[src/rtl/mark_decode.sv]
module mark_decode #(
  parameter int EXT_W = 2,
  parameter int SEL_W = 2
) (
  input  logic [SEL_W-1:0] sel_i,
  output logic [EXT_W:1]   tap_en_o
);
  int level;
  always_comb begin
    level = (int'(sel_i) > EXT_W) ? EXT_W : int'(sel_i);
    for (int k = 1; k <= EXT_W; k++) tap_en_o[k] = (level >= k);
  end
endmodule

[src/rtl/mark_cell.sv]
module mark_cell #(
  parameter int EXT_W = 2
) (
  input  logic [EXT_W:0] win_i,
  input  logic [EXT_W:1] tap_en_i,
  output logic           bit_o
);
  logic acc;
  always_comb begin
    acc = win_i[0];
    // disabled taps are forced high by the OR
    for (int k = 1; k <= EXT_W; k++) acc = acc & (win_i[k] | ~tap_en_i[k]);
    bit_o = acc;
  end
endmodule

[src/rtl/mark_shaper.sv]
module mark_shaper #(
  parameter int WORD_W = 16,
  parameter int EXT_W  = 2,
  parameter int SEL_W  = 2,
  localparam int IN_W  = WORD_W + EXT_W
) (
  input  logic              clk_i,
  input  logic              rst_ni,
  input  logic              valid_i,
  input  logic [IN_W-1:0]   din_i,
  input  logic [SEL_W-1:0]  sel_i,
  output logic              valid_o,
  output logic [WORD_W-1:0] dout_o
);
  logic [EXT_W:1]    tap_en;
  logic [WORD_W-1:0] shaped;

  mark_decode #(.EXT_W(EXT_W), .SEL_W(SEL_W)) u_dec (
    .sel_i   (sel_i),
    .tap_en_o(tap_en)
  );

  for (genvar i = 0; i < WORD_W; i++) begin : g_cell
    mark_cell #(.EXT_W(EXT_W)) u_cell (
      .win_i   (din_i[i+EXT_W:i]),
      .tap_en_i(tap_en),
      .bit_o   (shaped[i])
    );
  end

  always_ff @(posedge clk_i or negedge rst_ni) begin
    if (!rst_ni) begin
      valid_o <= 1'b0;
      dout_o  <= '0;
    end else begin
      valid_o <= valid_i;
      if (valid_i) dout_o <= shaped;
    end
  end
endmodule

[config.mk]
export PLATFORM = sky130hd
export DESIGN_NAME = mark_shaper
export DESIGN_NICKNAME = d
export VERILOG_FILES = /design/src/rtl/mark_decode.sv /design/src/rtl/mark_cell.sv /design/src/rtl/mark_shaper.sv
export SDC_FILE = /design/constraint.sdc
export NUM_CORES = 1
export LEC_CHECK = 0
export ABC_AREA = 1
export BUFFER_PORTS_ARGS = -buffer_cell sky130_fd_sc_hd__clkbuf_2
export CORE_MARGIN = 8
export CORE_UTILIZATION = 45
export CTS_CLUSTER_SIZE = 25
export DETAILED_ROUTE_END_ITERATION = 8
export GPL_ROUTABILITY_DRIVEN = 0
export PLACE_DENSITY = 0.74
export REMOVE_ABC_BUFFERS = 1
export SETUP_SLACK_MARGIN = 0.3
export SYNTH_ARGS = -nofsm -noshare
export SYNTH_HDL_FRONTEND = slang
export SYNTH_HIERARCHICAL = 1
export SYNTH_SLANG_ARGS = --single-unit
[constraint.sdc]
create_clock -name clk_i -period 0.82 [get_ports clk_i]
set_clock_uncertainty 0.1 [all_clocks]
set_input_delay 0.164 -clock clk_i [delete_from_list [all_inputs] [get_ports clk_i]]
set_output_delay 0.164 -clock clk_i [all_outputs]
set_load 0.01 [all_outputs]
=== After elaboration in Yosys (flattened, before gate mapping) ===
Index checks and enable logic that the tools add are counted.

* Output and inout port bits: 17
* Register bits: 17
* Bits of input ports: 23
* Word-level logic and storage cells: 72

* Muxes and demuxes: 1
* Order comparisons: 3
* Bitwise logic cells: 66

{| class="wikitable"
|+ Operators by type and width
! operator !! number
|-
| $and 1x1->1 || 32
|-
| $ge 32x2->1 const B || 1
|-
| $ge 32x3->1 const B || 1
|-
| $or 1x1->1 || 32
|-
| $gt 2x2->1 const B || 1
|-
| $mux 2 || 1
|-
| $not 1->1 || 2
|}

=== Logic depth before layout (Yosys ltp) ===
Gate-level depths: netlist of run 1.

* Depth in word-level cells: 7
* Gate-level depth with buffers: 7

=== Hierarchy ===
The synthesis of run 1 kept the hierarchy.

{| class="wikitable"
|+ Modules (own cells, without submodules)
! module !! seq. area each (µm²) !! area each (µm²) !! instances !! cells an instance
|-
| mark_shaper || 425.4 || 669.4 || 1 || 69
|-
| mark_cell || 0.0 || 25.0 || 16 || 6
|-
| mark_decode || 0.0 || 15.0 || 1 || 4
|}

=== Least setup slack after synthesis of run 1 ===
No wires, ideal clock.

* Kind: input-to-reg
* From: input sel_i[1]
* To: register dout_o[0]
* Path slack: -0.234 ns
* Arrival: 0.837 ns
* Cell stages on the path: 6
* Path through: clkbuf_1 -> inv_1 -> nor2_1 -> nor2_2 -> nand2_1 -> nand2_1

* Word-level cells in the longest chain between the ends: 7
* Elaborated cells on any way between the ends: 10

{| class="wikitable"
|+ RTL lines
! element !! line !! RTL
|-
| from (decl) || mark_shaper.sv:11 || <nowiki>input logic [SEL_W-1:0] sel_i,</nowiki>
|-
| $gt 2x2->1 || mark_decode.sv:10 || <nowiki>level = (int'(sel_i) > EXT_W) ? EXT_W : int'(sel_i);</nowiki>
|-
| $mux 2 (*) || mark_decode.sv:10 ||
|-
| $ge 32x2->1 || mark_decode.sv:11 || <nowiki>for (int k = 1; k <= EXT_W; k++) tap_en_o[k] = (level >= k);</nowiki>
|-
| $not 1->1 || mark_cell.sv:12 || <nowiki>for (int k = 1; k <= EXT_W; k++) acc = acc & (win_i[k] | ~tap_en_i[k]);</nowiki>
|-
| $or 1x1->1 || mark_cell.sv:12 ||
|-
| $and 1x1->1 || mark_cell.sv:12 ||
|-
| $and 1x1->1 (*) || mark_cell.sv:12 ||
|-
| via shaped[0] || mark_shaper.sv:16 || <nowiki>logic [WORD_W-1:0] shaped;</nowiki>
|-
| to (signal assigned) || mark_shaper.sv:37 || <nowiki>if (valid_i) dout_o <= shaped;</nowiki>
|-
| to (decl) || mark_shaper.sv:13 || <nowiki>output logic [WORD_W-1:0] dout_o</nowiki>
|}

Mark *: on every way through the listed nets, which the timed path passes. The rest lies on a longest branch.
A chain may end at the register's enable or synchronous reset.

=== Final worst setup path of run 1 ===
* From: register dout_o[5]
* To: output dout_o[5]

No word-level cell between the ends.

==> impl_metrics.tcl, run 1 <==
set metrics [dict create \
    routedWlPerCell_um 10.3 \
    hp-class "input pin to async pin" \
    max-slew-margin-rel 0.737 \
    leakage_nw 0.991 \
    htreeDepth 1 \
    viasPerCell 4.32 \
    hold_viol_final 17 \
    cts_inserted_buffers 3 \
    worstPathMaxFanout 2 \
    yosysSeqAreaShare 0.392 \
    drcViolationCount 0 \
    area_growth_pct 41.4 \
    crit_chain "clkbuf_2" \
    start_util 0.481 \
    p_comb_frac 0.313 \
    setup_tns_ps -4170 \
    critPathTopFamily "flip-flops" \
    cts_tree "done" \
    syn_inst 169 \
    final_cells 249 \
    io_pins 40 \
    switching_power_mw 0.602 \
    grt_max_degree 18 \
    port_buffers 39 \
    power_frac_seq 0.480 \
    die_h_um 65.1 \
    ir_worst_vdd_mv 0.933 \
    cap_viol_max_count 0 \
    fmax_mhz 926 \
    holdWs_ps -301 \
    drt_iter0_markers 39 \
    grt_util_all_layers 0.120 \
    rr_worst_depth 4 \
    cts-root-buf "clkbuf_4" \
    fin_crit_ps 1080 \
    routed_wl_mm 2.57 \
    drv_slew 0 \
    clockBufferDepth 2 \
    r2r_slack_ps -100 \
    p_clk_frac 0.207 \
    grt_pass1_vias 1039 \
    rows 17 \
    firstDrtPassIters 4 \
    dpl.cell_count 236 \
    cp.arrival_ps 820 \
    status "complete, but fails checks" \
    dp_hpwl_mm 2.02 \
    clk_pin_slew_worst_paths_ps 90 \
    die_width_um 65.1 \
    ys_ff_latch 17 \
    ant_nets 0 \
    worstSetupPathType "register to output port" \
    antenna_found_initial 0 \
    drive_gt1_frac 0.443 \
    crit_path_start_kind "register" \
    fin_ws_ps -260 \
    cpPeakStageDelay_ps 410 \
    rr_startpoint "dout_o[4]" \
    r2r-end "dout_o[4]" \
    slowest_stage "dfrtp_1" \
    clk-insertion-delay-late_ps 270 \
    setup_violations 19 \
    fin_crit_sh 1.32 \
    clock_sinks 17 \
    grt_overflow 0 \
    synthesis.area_um2 1080 \
    power_density_nw_per_um2 1290 \
    worst_pin_slew_ps 395 \
    diodes 0 \
    grt_pass1_wl_mm 4.30 \
    yosys.cell_types.count 10 \
    die_area_um2 4240 \
    via_count 1075 \
    synth_warnings 6 \
    violations "negative hold slack, negative setup slack" \
    p_int_mw 1.38 \
    worst-path-buf-inv 1 \
    avgSynthCellArea_um2 6.42 \
    p_sw_frac 0.303 \
    core_um2 2250 \
    worstSetupEndpointType "output port" \
    utilization 0.680 \
    layout.nets 245 \
    crit_required_ps 560 \
    rsz0062_at_grt "true" \
]
## flip-flops by register name, summed over array words and instances, names as in the netlist
register  count
dout_o       16
valid_o       1
## routing by layer
layer,track usage,vias up,part of all wire
met5,0,-,0
met4,0.0409,0,0.010
met3,0.0102,2,0.044
met2,0.204,24,0.49
met1,0.156,475,0.46
li1,-,574,-
## synth_stat cells
library cell  number  area [um2]
inv_6              1        8.76
clkbuf_1           1        3.75
inv_1             34         128
nand2_2            5        31.3
buf_12             1        20.0
nor2_2            16         100
nor2_1            16        60.1
dfrtp_1           17         425
nand2_1           76         285
buf_6              2        22.5
## power groups by stage
stage / Combinational, mW / Sequential [mW] / Clock, mW
global placement: 0.465 / 0.964 / 0
floorplan: 0.207 / 0.998 / 0
detailed placement: 0.475 / 0.969 / 0
CTS: 0.553 / 0.952 / 0.429
finish: 0.621 / 0.952 / 0.411
global route: 0.692 / 0.961 / 0.465
## kinds of logic after synthesis
group         synth area share
buf+inv                  0.168
flops                    0.392
simple gates             0.439
## timing repair
| action | in CTS | in global routing |
|---|---|---|
| buffers inserted | 6 | 2 |
| endpoints found under the hold margin | 17 | 17 |
| pin swaps | 12 | 22 |
| resized for setup | 18 | 27 |
| setup endpoints to repair | 33 | 33 |
| cloned | 0 | 1 |
## worst max path at each step
stage | cells after the start | endpoint | slack, ps | startpoint
final | 1 | dout_o[5] | -260 | dout_o[5]
after global routing | 1 | dout_o[14] | -290 | dout_o[14]
after CTS | 1 | dout_o[14] | -260 | dout_o[14]
after detailed placement | 9 | dout_o[4] | -210 | sel_i[1]
after global placement | 9 | dout_o[10] | -190 | sel_i[1]
after floorplan | 7 | dout_o[0] | -140 | sel_i[0]
## cells in the final DEF (no fill, tap or decap), drive strengths merged
cell	instances
nor2	32
clkbuf	41
nand2	81
buf	15
dfrtp	17
inv	35
## stage by stage
| stage | area (um2) | power, mW | setup WS [ps] |
|---|---|---|---|
| finish | 1530 | 1.98 | -260 |
| global route | 1530 | 2.12 | -290 |
| CTS | 1430 | 1.93 | -263 |
| detailed placement | 1300 | 1.44 | -214 |
| global placement | 1300 | 1.43 | -191 |
| floorplan | 1040 | 1.20 | -136 |
## layout make-up
type / count / area, um2
Inverter: 35 / 139
Timing Repair Buffer: 52 / 354
Fill cell: 213 / 721
Tap cell: 28 / 35.0
Clock buffer: 4 / 26.3
Multi-Input combinational cell: 113 / 554
Sequential cell: 17 / 425
(Power assumes the default switching activity.)
==> run 2: changes to the inputs <==
PLACE_DENSITY = 0.85   (was 0.74)
==> impl_metrics.tcl, run 2 (synthesized netlist as in run 1, its figures left out) <==
set metrics [dict create \
    routedWlPerCell_um 11.1 \
    holdWs_ps -313 \
    drt_iter0_markers 33 \
    layout.nets 250 \
    p_clk_frac 0.210 \
    max-slew-margin-rel 0.732 \
    clk_pin_slew_worst_paths_ps 90 \
    power_density_nw_per_um2 1280 \
    area_growth_pct 49.5 \
    clk-insertion-delay-late_ps 280 \
    viasPerCell 4.30 \
    cap_viol_max_count 0 \
    post-place-ws_ps -220 \
    cp.arrival_ps 830 \
    worstSetupPathType "register to output port" \
    status "complete, but fails checks" \
    fillers 185 \
    drcViolationCount 0 \
    power_frac_seq 0.459 \
    port_buffers 39 \
    die_area_um2 4240 \
    rsz0062_at_grt "true" \
    grt_overflow 0 \
    final-seq-area_um2 425 \
    fmax_mhz 914 \
    r2r-end "dout_o[8]" \
    critPathTopFamily "flip-flops" \
    multi_input_area_um2 562 \
    setup_violations 23 \
    r2r_slack_ps -150 \
    cts-root-buf "clkbuf_4" \
    drv_slew 0 \
    largest_reg_flops 16 \
    dp_hpwl_mm 1.85 \
    final_common_cell "nand2_1" \
    final_cell_mix "56 x nand2_1, 32 x inv_1, 32 x clkbuf_2" \
    p_int_mw 1.44 \
    via_count 1092 \
    cpPeakStageDelay_ps 410 \
    crit_required_ps 560 \
    antenna_found_initial 0 \
    io_pins 40 \
    regMostFlops "dout_o" \
    hp-class "input pin to async pin" \
    p_sw_frac 0.310 \
    rows 17 \
    firstDrtPassIters 4 \
    slowest_stage "dfrtp_1" \
    largest_registers "dout_o x16, valid_o x1" \
    ant_nets 0 \
    hold_viol_final 17 \
    crit_chain "clkbuf_2" \
    grt_pass1_wl_mm 4.29 \
    cts_tree "done" \
    worst_pin_slew_ps 402 \
    final_area_um2 1620 \
    die_h_um 65.1 \
    start_util 0.481 \
    routed_wl_mm 2.81 \
    violations "negative hold slack, negative setup slack" \
    ir_worst_vdd_mv 0.797 \
    fin_ws_ps -275 \
    die_width_um 65.1 \
    p_total_mw 2.08 \
    htreeDepth 1 \
    diodes 0 \
    leakage_nw 1.04 \
    p_comb_frac 0.332 \
    rr_startpoint "dout_o[8]" \
    crit_path_start_kind "register" \
    grt_pass1_vias 1008 \
    worst-path-buf-inv 1 \
    clockBufferDepth 2 \
    drive_gt1_frac 0.460 \
    fin_crit_ps 1090 \
    fin_crit_sh 1.33 \
    switching_power_mw 0.644 \
    placed_area_um2 1310 \
    worstPathMaxFanout 2 \
    rr_worst_depth 4 \
    worstSetupEndpointType "output port" \
    clock_sinks 17 \
    grt_max_degree 18 \
    core_um2 2250 \
    cts_inserted_buffers 3 \
    grt_util_all_layers 0.124 \
]
-- run 2: area by class of cell --
cell class                      count  share of cell area
Multi-Input combinational cell    113               0.346
Tap cell                           28              0.0216
Timing Repair Buffer               57               0.266
Inverter                           35              0.0872
Clock buffer                        4              0.0162
Sequential cell                    17               0.262
-- run 2: worst max-delay path by stage --
stage	from	endpoint	slack (ps)	cells after the start
floorplan	sel_i[0]	dout_o[0]	-140	7
global placement	sel_i[1]	dout_o[11]	-200	9
detailed placement	sel_i[1]	dout_o[11]	-220	9
CTS	dout_o[10]	dout_o[10]	-260	1
global route	dout_o[12]	dout_o[12]	-300	1
finish	dout_o[5]	dout_o[5]	-270	1
-- run 2: metrics by stage --
stage           util  setup TNS, ps  instances
5_1_grt        0.719          -5510        254
4_1_cts        0.670          -4350        250
3_5_place_dp   0.582          -3210        236
3_3_place_gp   0.582          -2900        236
2_1_floorplan      -          -2160        165
6_report       0.719          -4670        254
-- run 2: what timing repair did --
item | 4_1_cts | 5_1_grt
resized for setup | 25 | 27
setup endpoints to repair | 33 | 33
setup buffers | 9 | 4
hold endpoints to repair | 17 | 17
cloned | 1 | 0
pin swaps | 15 | 13
-- run 2: layer usage --
layer	up-vias	routed length, um	global-route usage
li1	584	-	-
met1	479	1170	0.149
met2	25	1430	0.206
met3	4	164	0.0237
met4	0	43	0.0654
met5	-	0	0
-- run 2: power groups by stage --
stage                     clock (mW)  sequential, mW  combinational [mW]
after CTS                      0.441           0.946               0.604
after global placement             0           0.962               0.470
after detailed placement           0           0.967               0.476
final                          0.436           0.954               0.690
after global routing           0.484           0.961               0.757
after floorplan                    0           0.998               0.207
